### config.mk
export PLATFORM = sky130hd
export DESIGN_NAME = dbg_cpu_seq
export DESIGN_NICKNAME = d
export VERILOG_FILES = /design/src/rtl/dcs_pkg.sv /design/src/rtl/dcs_tck_gen.sv /design/src/rtl/dcs_shift_eng.sv /design/src/rtl/dcs_seq.sv /design/src/rtl/dbg_cpu_seq.sv
export SDC_FILE = /design/constraint.sdc
export NUM_CORES = 1
export LEC_CHECK = 0
export BUFFER_PORTS_ARGS = -buffer_cell sky130_fd_sc_hd__buf_4
export CORE_ASPECT_RATIO = 0.8
export CORE_MARGIN = 3
export CORE_UTILIZATION = 60
export DETAILED_ROUTE_END_ITERATION = 16
export GPL_TIMING_DRIVEN = 0
export PLACE_DENSITY = 0.81
export SLEW_MARGIN = 40
export SYNTH_ARGS = -nofsm -noshare
export SYNTH_HDL_FRONTEND = slang
export SYNTH_HIERARCHICAL = 1
export SYNTH_SLANG_ARGS = --single-unit
### constraint.sdc
create_clock -name clk -period 3.8 [get_ports clk]
set_input_delay 0.95 -clock clk [delete_from_list [all_inputs] [get_ports clk]]
set_output_delay 0.95 -clock clk [all_outputs]
set_load 0.05 [all_outputs]
### src/rtl/dcs_pkg.sv
package dcs_pkg;
  localparam int IR_W = 8;
  localparam int DR_W = 16;

  localparam logic [2:0] OP_HALT     = 3'd0;
  localparam logic [2:0] OP_RELEASE  = 3'd1;
  localparam logic [2:0] OP_LOADREG  = 3'd2;
  localparam logic [2:0] OP_FETCHW   = 3'd3;
  localparam logic [2:0] OP_IDCHK    = 3'd4;
  localparam logic [2:0] OP_TAPRST   = 3'd5;

  typedef enum logic [2:0] {
    K_END, K_IR, K_DR, K_RST, K_TLO, K_THI
  } kind_e;

  typedef struct packed {
    kind_e             kind;
    logic [DR_W-1:0]   val;
  } step_t;
endpackage

### src/rtl/dcs_tck_gen.sv
module dcs_tck_gen #(
  parameter int TCK_HALF = 2
) (
  input  logic clk,
  input  logic rst_n,
  output logic tck_o,
  output logic rise_o,
  output logic fall_o
);
  localparam int CW = (TCK_HALF > 1) ? $clog2(TCK_HALF) : 1;

  logic [CW-1:0] cnt_q, cnt_d;
  logic          tck_q, tck_d;
  logic          wrap;

  assign wrap = (cnt_q == CW'(TCK_HALF - 1));

  always_comb begin
    cnt_d = wrap ? '0 : cnt_q + 1'b1;
    tck_d = wrap ? ~tck_q : tck_q;
  end

  always_ff @(posedge clk or negedge rst_n) begin
    if (!rst_n) begin
      cnt_q <= '0;
      tck_q <= 1'b0;
    end else begin
      cnt_q <= cnt_d;
      tck_q <= tck_d;
    end
  end

  assign tck_o  = tck_q;
  assign rise_o = wrap & ~tck_q;
  assign fall_o = wrap & tck_q;
endmodule

### src/rtl/dcs_shift_eng.sv
module dcs_shift_eng
  import dcs_pkg::*;
#(
  parameter int RST_CYC = 6
) (
  input  logic            clk,
  input  logic            rst_n,
  input  logic            rise_i,
  input  logic            fall_i,
  input  logic            start_i,
  input  kind_e           kind_i,
  input  logic [DR_W-1:0] val_i,
  input  logic            tdo_i,
  output logic            busy_o,
  output logic            done_o,
  output logic [DR_W-1:0] cap_o,
  output logic            tms_o,
  output logic            tdi_o
);
  localparam int MAXC = (DR_W > RST_CYC) ? DR_W : RST_CYC;
  localparam int CNTW = $clog2(MAXC + 1);

  typedef enum logic [2:0] {P_IDLE, P_PRE, P_SH, P_UPD, P_RTI, P_END} ph_e;

  ph_e             ph_q, ph_d;
  logic [CNTW-1:0] cnt_q, cnt_d;
  logic [DR_W-1:0] sh_q, sh_d, cap_q, cap_d;
  kind_e           knd_q, knd_d;
  logic            shf_q, shf_d, tms_q, tms_d, tdi_q, tdi_d;
  logic            pre_last, sh_last;

  always_comb begin
    pre_last = (knd_q == K_IR) ? (cnt_q == CNTW'(3)) : (cnt_q == CNTW'(2));
    sh_last  = (knd_q == K_IR) ? (cnt_q == CNTW'(IR_W - 1)) : (cnt_q == CNTW'(DR_W - 1));
  end

  always_comb begin
    ph_d   = ph_q;
    cnt_d  = cnt_q;
    sh_d   = sh_q;
    cap_d  = cap_q;
    knd_d  = knd_q;
    shf_d  = shf_q;
    tms_d  = tms_q;
    tdi_d  = tdi_q;
    done_o = 1'b0;
    if (rise_i && shf_q) cap_d = {cap_q[DR_W-2:0], tdo_i};
    if (ph_q == P_IDLE) begin
      if (start_i) begin
        ph_d  = P_PRE;
        cnt_d = '0;
        knd_d = kind_i;
        sh_d  = (kind_i == K_IR) ? (val_i << (DR_W - IR_W)) : val_i;
        cap_d = '0;
      end
    end else if (fall_i) begin
      shf_d = 1'b0;
      case (ph_q)
        P_PRE: begin
          if (knd_q == K_RST) begin
            tms_d = 1'b1;
            if (cnt_q == CNTW'(RST_CYC - 1)) begin
              ph_d  = P_RTI;
              cnt_d = '0;
            end else cnt_d = cnt_q + 1'b1;
          end else begin
            tms_d = (knd_q == K_IR) ? (cnt_q < CNTW'(2)) : (cnt_q == '0);
            if (pre_last) begin
              ph_d  = P_SH;
              cnt_d = '0;
            end else cnt_d = cnt_q + 1'b1;
          end
        end
        P_SH: begin
          tdi_d = sh_q[DR_W-1];
          sh_d  = {sh_q[DR_W-2:0], 1'b0};
          shf_d = 1'b1;
          tms_d = sh_last;
          if (sh_last) begin
            ph_d  = P_UPD;
            cnt_d = '0;
          end else cnt_d = cnt_q + 1'b1;
        end
        P_UPD: begin
          tms_d = 1'b1;
          ph_d  = P_RTI;
        end
        P_RTI: begin
          tms_d = 1'b0;
          ph_d  = P_END;
        end
        P_END: begin
          done_o = 1'b1;
          ph_d   = P_IDLE;
        end
        default: ph_d = P_IDLE;
      endcase
    end
  end

  always_ff @(posedge clk or negedge rst_n) begin
    if (!rst_n) begin
      ph_q  <= P_IDLE;
      cnt_q <= '0;
      sh_q  <= '0;
      cap_q <= '0;
      knd_q <= K_END;
      shf_q <= 1'b0;
      tms_q <= 1'b0;
      tdi_q <= 1'b0;
    end else begin
      ph_q  <= ph_d;
      cnt_q <= cnt_d;
      sh_q  <= sh_d;
      cap_q <= cap_d;
      knd_q <= knd_d;
      shf_q <= shf_d;
      tms_q <= tms_d;
      tdi_q <= tdi_d;
    end
  end

  assign busy_o = (ph_q != P_IDLE);
  assign cap_o  = cap_q;
  assign tms_o  = tms_q;
  assign tdi_o  = tdi_q;
endmodule

### src/rtl/dcs_seq.sv
module dcs_seq
  import dcs_pkg::*;
#(
  parameter int              POLL_MAX    = 64,
  parameter logic [IR_W-1:0] IR_CTRL     = 8'h13,
  parameter logic [IR_W-1:0] IR_CTRL_CAP = 8'h14,
  parameter logic [IR_W-1:0] IR_CTRL_REL = 8'h15,
  parameter logic [IR_W-1:0] IR_DATA     = 8'h41,
  parameter logic [IR_W-1:0] IR_ADDR_CAP = 8'h21,
  parameter logic [IR_W-1:0] IR_BYP      = 8'hFF
) (
  input  logic            clk,
  input  logic            rst_n,
  input  logic            req_i,
  input  logic [2:0]      op_i,
  input  logic [3:0]      reg_i,
  input  logic [DR_W-1:0] data_i,
  input  logic            eng_done_i,
  input  logic [DR_W-1:0] eng_cap_i,
  output logic            eng_start_o,
  output kind_e           eng_kind_o,
  output logic [DR_W-1:0] eng_val_o,
  output logic            busy_o,
  output logic            done_o,
  output logic            err_o,
  output logic [IR_W-1:0] id_o,
  output logic            tclk_o
);
  localparam int PW = $clog2(POLL_MAX + 1);
  localparam logic [IR_W-1:0] ID_A = 8'h89;
  localparam logic [IR_W-1:0] ID_B = 8'h91;

  typedef enum logic [1:0] {S_IDLE, S_STEP, S_WAIT, S_DONE} st_e;

  function automatic step_t mk(input kind_e k, input logic [DR_W-1:0] v);
    step_t s;
    s.kind = k;
    s.val  = v;
    return s;
  endfunction

  function automatic logic [DR_W-1:0] irw(input logic [IR_W-1:0] c);
    return DR_W'(c);
  endfunction

  function automatic step_t step_at(input logic [2:0] o, input logic [3:0] i,
                                    input logic [3:0] r, input logic [DR_W-1:0] d);
    step_t s;
    s = mk(K_END, '0);
    case (o)
      OP_HALT: case (i)
        4'd0: s = mk(K_IR, irw(IR_DATA));
        4'd1: s = mk(K_DR, 16'h3FFF);
        4'd2: s = mk(K_IR, irw(IR_CTRL));
        4'd3: s = mk(K_DR, 16'h2409);
        default: s = mk(K_END, '0);
      endcase
      OP_RELEASE: case (i)
        4'd0: s = mk(K_IR, irw(IR_CTRL));
        4'd1: s = mk(K_DR, 16'h2C01);
        4'd2: s = mk(K_DR, 16'h2401);
        4'd3: s = mk(K_IR, irw(IR_CTRL_REL));
        default: s = mk(K_END, '0);
      endcase
      OP_LOADREG: case (i)
        4'd0: s = mk(K_THI, '0);
        4'd1: s = mk(K_IR, irw(IR_CTRL));
        4'd2: s = mk(K_DR, 16'h3401);
        4'd3: s = mk(K_IR, irw(IR_DATA));
        4'd4: s = mk(K_DR, 16'h4030 | DR_W'(r));
        4'd5: s = mk(K_DR, d);
        4'd6: s = mk(K_IR, irw(IR_ADDR_CAP));
        4'd7: s = mk(K_TLO, '0);
        4'd8: s = mk(K_IR, irw(IR_CTRL));
        4'd9: s = mk(K_DR, 16'h2401);
        default: s = mk(K_END, '0);
      endcase
      OP_FETCHW: case (i)
        4'd0: s = mk(K_IR, irw(IR_CTRL_CAP));
        4'd1: s = mk(K_DR, 16'h0000);
        default: s = mk(K_END, '0);
      endcase
      OP_IDCHK: if (i == 4'd0) s = mk(K_IR, irw(IR_BYP));
      OP_TAPRST: if (i == 4'd0) s = mk(K_RST, '0);
      default: s = mk(K_END, '0);
    endcase
    return s;
  endfunction

  st_e             st_q, st_d;
  logic [2:0]      op_q, op_d;
  logic [3:0]      rg_q, rg_d, idx_q, idx_d;
  logic [DR_W-1:0] dat_q, dat_d;
  logic [PW-1:0]   try_q, try_d;
  logic            pend_q, pend_d, err_q, err_d, tclk_q, tclk_d;
  logic [IR_W-1:0] id_q, id_d;
  step_t           cur;

  assign cur = step_at(op_q, idx_q, rg_q, dat_q);

  always_comb begin
    st_d        = st_q;
    op_d        = op_q;
    rg_d        = rg_q;
    dat_d       = dat_q;
    idx_d       = idx_q;
    try_d       = try_q;
    pend_d      = pend_q;
    err_d       = err_q;
    tclk_d      = tclk_q;
    id_d        = id_q;
    eng_start_o = 1'b0;
    done_o      = 1'b0;
    case (st_q)
      S_IDLE: if (req_i) begin
        op_d   = op_i;
        rg_d   = reg_i;
        dat_d  = data_i;
        idx_d  = '0;
        try_d  = '0;
        pend_d = (op_i > OP_TAPRST);
        err_d  = 1'b0;
        st_d   = S_STEP;
      end
      S_STEP: case (cur.kind)
        K_END: st_d = S_DONE;
        K_THI: begin
          tclk_d = 1'b1;
          idx_d  = idx_q + 1'b1;
        end
        K_TLO: begin
          tclk_d = 1'b0;
          idx_d  = idx_q + 1'b1;
        end
        default: begin
          eng_start_o = 1'b1;
          st_d        = S_WAIT;
        end
      endcase
      S_WAIT: if (eng_done_i) begin
        st_d  = S_STEP;
        idx_d = idx_q + 1'b1;
        if (op_q == OP_IDCHK && cur.kind == K_IR) begin
          id_d = eng_cap_i[IR_W-1:0];
          if (eng_cap_i[IR_W-1:0] != ID_A && eng_cap_i[IR_W-1:0] != ID_B) pend_d = 1'b1;
        end
        if (op_q == OP_FETCHW && cur.kind == K_DR && !eng_cap_i[7]) begin
          if (try_q == PW'(POLL_MAX - 1)) pend_d = 1'b1;
          else begin
            try_d = try_q + 1'b1;
            idx_d = idx_q;
          end
        end
      end
      S_DONE: begin
        done_o = 1'b1;
        err_d  = pend_q;
        st_d   = S_IDLE;
      end
      default: st_d = S_IDLE;
    endcase
  end

  always_ff @(posedge clk or negedge rst_n) begin
    if (!rst_n) begin
      st_q   <= S_IDLE;
      op_q   <= '0;
      rg_q   <= '0;
      dat_q  <= '0;
      idx_q  <= '0;
      try_q  <= '0;
      pend_q <= 1'b0;
      err_q  <= 1'b0;
      tclk_q <= 1'b1;
      id_q   <= '0;
    end else begin
      st_q   <= st_d;
      op_q   <= op_d;
      rg_q   <= rg_d;
      dat_q  <= dat_d;
      idx_q  <= idx_d;
      try_q  <= try_d;
      pend_q <= pend_d;
      err_q  <= err_d;
      tclk_q <= tclk_d;
      id_q   <= id_d;
    end
  end

  assign eng_kind_o = cur.kind;
  assign eng_val_o  = cur.val;
  assign busy_o     = (st_q != S_IDLE);
  assign err_o      = err_q;
  assign id_o       = id_q;
  assign tclk_o     = tclk_q;
endmodule

### src/rtl/dbg_cpu_seq.sv
module dbg_cpu_seq
  import dcs_pkg::*;
#(
  parameter int              TCK_HALF    = 2,
  parameter int              RST_CYC     = 6,
  parameter int              POLL_MAX    = 64,
  parameter logic [IR_W-1:0] IR_CTRL     = 8'h13,
  parameter logic [IR_W-1:0] IR_CTRL_CAP = 8'h14,
  parameter logic [IR_W-1:0] IR_CTRL_REL = 8'h15,
  parameter logic [IR_W-1:0] IR_DATA     = 8'h41,
  parameter logic [IR_W-1:0] IR_ADDR_CAP = 8'h21,
  parameter logic [IR_W-1:0] IR_BYP      = 8'hFF
) (
  input  logic        clk,
  input  logic        rst_n,
  input  logic        req_i,
  input  logic [2:0]  op_i,
  input  logic [3:0]  reg_i,
  input  logic [15:0] data_i,
  output logic        done_o,
  output logic        err_o,
  output logic [7:0]  id_o,
  output logic        tck_o,
  output logic        tms_o,
  output logic        tdi_o,
  input  logic        tdo_i,
  output logic        tclk_o
);
  logic            rs_q1, rs_q2, rst_s;
  logic            tck_rise, tck_fall;
  logic            eng_start, eng_busy, eng_done, seq_busy;
  kind_e           eng_kind;
  logic [DR_W-1:0] eng_val, eng_cap;

  always_ff @(posedge clk or negedge rst_n) begin
    if (!rst_n) begin
      rs_q1 <= 1'b0;
      rs_q2 <= 1'b0;
    end else begin
      rs_q1 <= 1'b1;
      rs_q2 <= rs_q1;
    end
  end
  assign rst_s = rs_q2;

  dcs_tck_gen #(.TCK_HALF(TCK_HALF)) tck_i (
    .clk(clk), .rst_n(rst_s), .tck_o(tck_o), .rise_o(tck_rise), .fall_o(tck_fall)
  );

  dcs_shift_eng #(.RST_CYC(RST_CYC)) eng_i (
    .clk(clk), .rst_n(rst_s), .rise_i(tck_rise), .fall_i(tck_fall),
    .start_i(eng_start), .kind_i(eng_kind), .val_i(eng_val), .tdo_i(tdo_i),
    .busy_o(eng_busy), .done_o(eng_done), .cap_o(eng_cap),
    .tms_o(tms_o), .tdi_o(tdi_o)
  );

  dcs_seq #(
    .POLL_MAX(POLL_MAX), .IR_CTRL(IR_CTRL), .IR_CTRL_CAP(IR_CTRL_CAP),
    .IR_CTRL_REL(IR_CTRL_REL), .IR_DATA(IR_DATA), .IR_ADDR_CAP(IR_ADDR_CAP),
    .IR_BYP(IR_BYP)
  ) seq_i (
    .clk(clk), .rst_n(rst_s), .req_i(req_i), .op_i(op_i), .reg_i(reg_i),
    .data_i(data_i), .eng_done_i(eng_done), .eng_cap_i(eng_cap),
    .eng_start_o(eng_start), .eng_kind_o(eng_kind), .eng_val_o(eng_val),
    .busy_o(seq_busy), .done_o(done_o), .err_o(err_o), .id_o(id_o),
    .tclk_o(tclk_o)
  );
endmodule

==> run_results.csv <==
group,metric,value,unit
placement,dp_hpwl,8683,um
timing,setup_viol,0,
timing,fin_tns_setup,0,ns
power,power_leakage,0.002702,uW
power,internal-power,1376,uW
die,die_w,109.2,um
route,wl_met2,5669,um
route,vias,4330,
power,p_clk_share,43.2,%
route,wl_per_cell,17.13,um
timing,tightest_slew,0.6554,ns
global_routing,grt_pass1_vias,4090,
final_layout,synthToLayoutAreaGrowth,13.92,%
die,die-height,88.59,um
route,first_pass_iters,6,
outcome,status,"finished clean",
timing,fmax,291.4,MHz
clock_network,tritoncts,"done",
global_routing,grt_pass1_wl,20090,um
power,power.switching,371.5,uW
global_routing,grt_max_degree,40,
worst_setup_path,cp-start-kind,"flop",
worst_setup_path,r2r_end,"eng_i/cnt_q[3]",
final_layout,final_common_cell,"dfrtp_1",
die,die_area,9678,um^2
clock_network,postCtsSetupRepairBufs,0,
placement,gp_congestion,0.9269,
timing,rsz0062_at_grt,"false",
clock_network,cts_root_buffer,"clkbuf_8",
final_layout,insertedDiodeCount,0,
global_routing,overflow,0,
logic_synthesis,synth_cells,540,
die,io-pin-count,41,
worst_setup_path,end_kind,"flop",
route,antenna_left,0,
flow_run,drv_cap,0,
route,drt-total-wl,12090,um
route,first_iter_violations,402,
clock_network,cts_sinks,89,
placement,place_area,5595,um^2
worst_setup_path,required,4.11,ns
clock_network,cts_buffers,9,
timing,fin_crit_sh,90.31,%
worst_setup_path,ff2ff_path_depth,13,
global_routing,grt_antenna_before_repair,0,
power,combPwrFrac,2.3,%
power,p_seq_share,54.5,%
worst_setup_path,critPathKind,"flop to flop",
hold_path,min_path_type,"flop to asynchronous set/reset pin",
die,rows,29,
logic_synthesis,synth_area_per_cell,9.474,um^2
clock_network,clk_latency,0.37,ns
logic_synthesis,syn-num-nets,580,
worst_setup_path,crit_fanout,10,
timing,hold_viol,0,
final_layout,drive_above_1_share,20.23,%
worst_setup_path,crit_arrival,3.74,ns
clock_network,htree_num_levels,3,
route,drc,0,
power,ir_worst_vdd,0.2246,mV
route,viasPerCell,6.133,
logic_synthesis,syn_area,5116,um^2
worst_setup_path,r2r_slack,0.37,ns
placement,port-buffer-count,40,
die,coreArea,8092,um^2
power,p_sw_share,21.26,%
die,initial_utilization,63.23,%
clock_network,clk_pin_slew,0.09,ns
final_layout,fillerInstances,608,
worst_setup_path,timing.rr.start,"seq_i/idx_q[0]",
route,met1Wirelength,5596,um
clock_network,clk_path_buf_depth,2,
final_layout,final_cell_mix,"dfrtp_1 (87), nand2_1 (76), a21oi_1 (42)",
timing,fin_crit,3.432,ns
timing,finClkSkew,0.009798,ns
final_layout,nets,633,
final_layout,fin_area,5828,um^2
logic_synthesis,yosys_warnings,6,
route,dr_wl_met3,643,um
power,p_per_area,299.8,nW/um^2
timing,drv_slew,0,
global_routing,track_usage,26.56,%
route,highest_layer,"met4",
timing,maxSlewHeadroom,56.31,%
==> per-layer routing <==
metal,vias to the layer above,global-route usage [%]
li1,2038,-
met1,2112,37.02
met2,153,42.81
met3,27,5.106
met4,0,7.814
met5,-,0
==> sequential cells by signal (all words and copies together) (netlist names), 2 cells and up <==
register,count
eng_i/cap_o,8
eng_i/cnt_q,5
eng_i/knd_q,3
eng_i/ph_q,3
eng_i/sh_q,16
seq_i/dat_q,16
seq_i/id_o,8
seq_i/idx_q,4
seq_i/op_q,3
seq_i/rg_q,4
seq_i/st_q,2
seq_i/try_q,7
==> power groups by stage <==
stage | sequential, uW | combinational, uW | clock, uW
after floorplan | 979 | 0.529 | 0
after global placement | 984 | 21.1 | 0
after detailed placement | 972 | 41.3 | 0
after CTS | 953 | 41.4 | 771
after global routing | 954 | 45.3 | 810
final | 953 | 39.8 | 755
==> worst max-delay path: stages (launching register included) <==
cell and delay [ns]:
dfrtp_1 0.42, inv_1 0.14, ha_1 0.22, clkbuf_2 0.25, inv_1 0.10, a221oi_1 0.44
a21o_1 0.26, a21oi_1 0.13, nor2_1 0.21, nor4b_1 0.34, a21oi_1 0.21, or3_1 0.39
a22oi_1 0.15, a21o_1 0.10
==> metrics by stage <==
step | setup WS [ns] | utilization, % | total power, uW | std cells | hold slack [ns]
after detailed placement | 0.2810 | 69.15 | 1013 | 690 | 0.2288
after floorplan | 0.9785 | - | 980.0 | 540 | 0.3312
after CTS | 0.2451 | 72.00 | 1765 | 706 | 0.2331
final | 0.3684 | 72.03 | 1747 | 706 | 0.2228
after global placement | 0.2026 | 68.61 | 1005 | 688 | 0.3369
after global routing | 0.04171 | 72.03 | 1809 | 706 | 0.2532
==> worst max-delay path by stage <==
stage	from	end
final	seq_i/idx_q[0]	eng_i/cnt_q[3]
after global routing	seq_i/idx_q[0]	eng_i/cnt_q[3]
after CTS	seq_i/idx_q[0]	eng_i/knd_q[0]
after detailed placement	seq_i/idx_q[0]	eng_i/knd_q[0]
after global placement	rs_q2	seq_i/try_q[5]
after floorplan	seq_i/idx_q[0]	eng_i/cnt_q[3]
==> final cells by class <==
type / instances / area (um^2) / area share (%)
Multi-Input combinational cell: 399 / 2659 / 45.62
Inverter: 17 / 63.81 / 1.095
Buffer: 35 / 167.7 / 2.877
Tap cell: 108 / 135.1 / 2.319
Clock inverter: 4 / 75.07 / 1.288
Clock buffer: 12 / 155.1 / 2.662
Timing Repair Buffer: 42 / 340.3 / 5.839
Sequential cell: 89 / 2232 / 38.30
==> timing repair <==
action,4_1_cts,5_1_grt
hold buffers,0,0
endpoints found under the setup margin,0,7
resized for setup,0,4
Note: power is estimated with default switching activity, not from simulation.
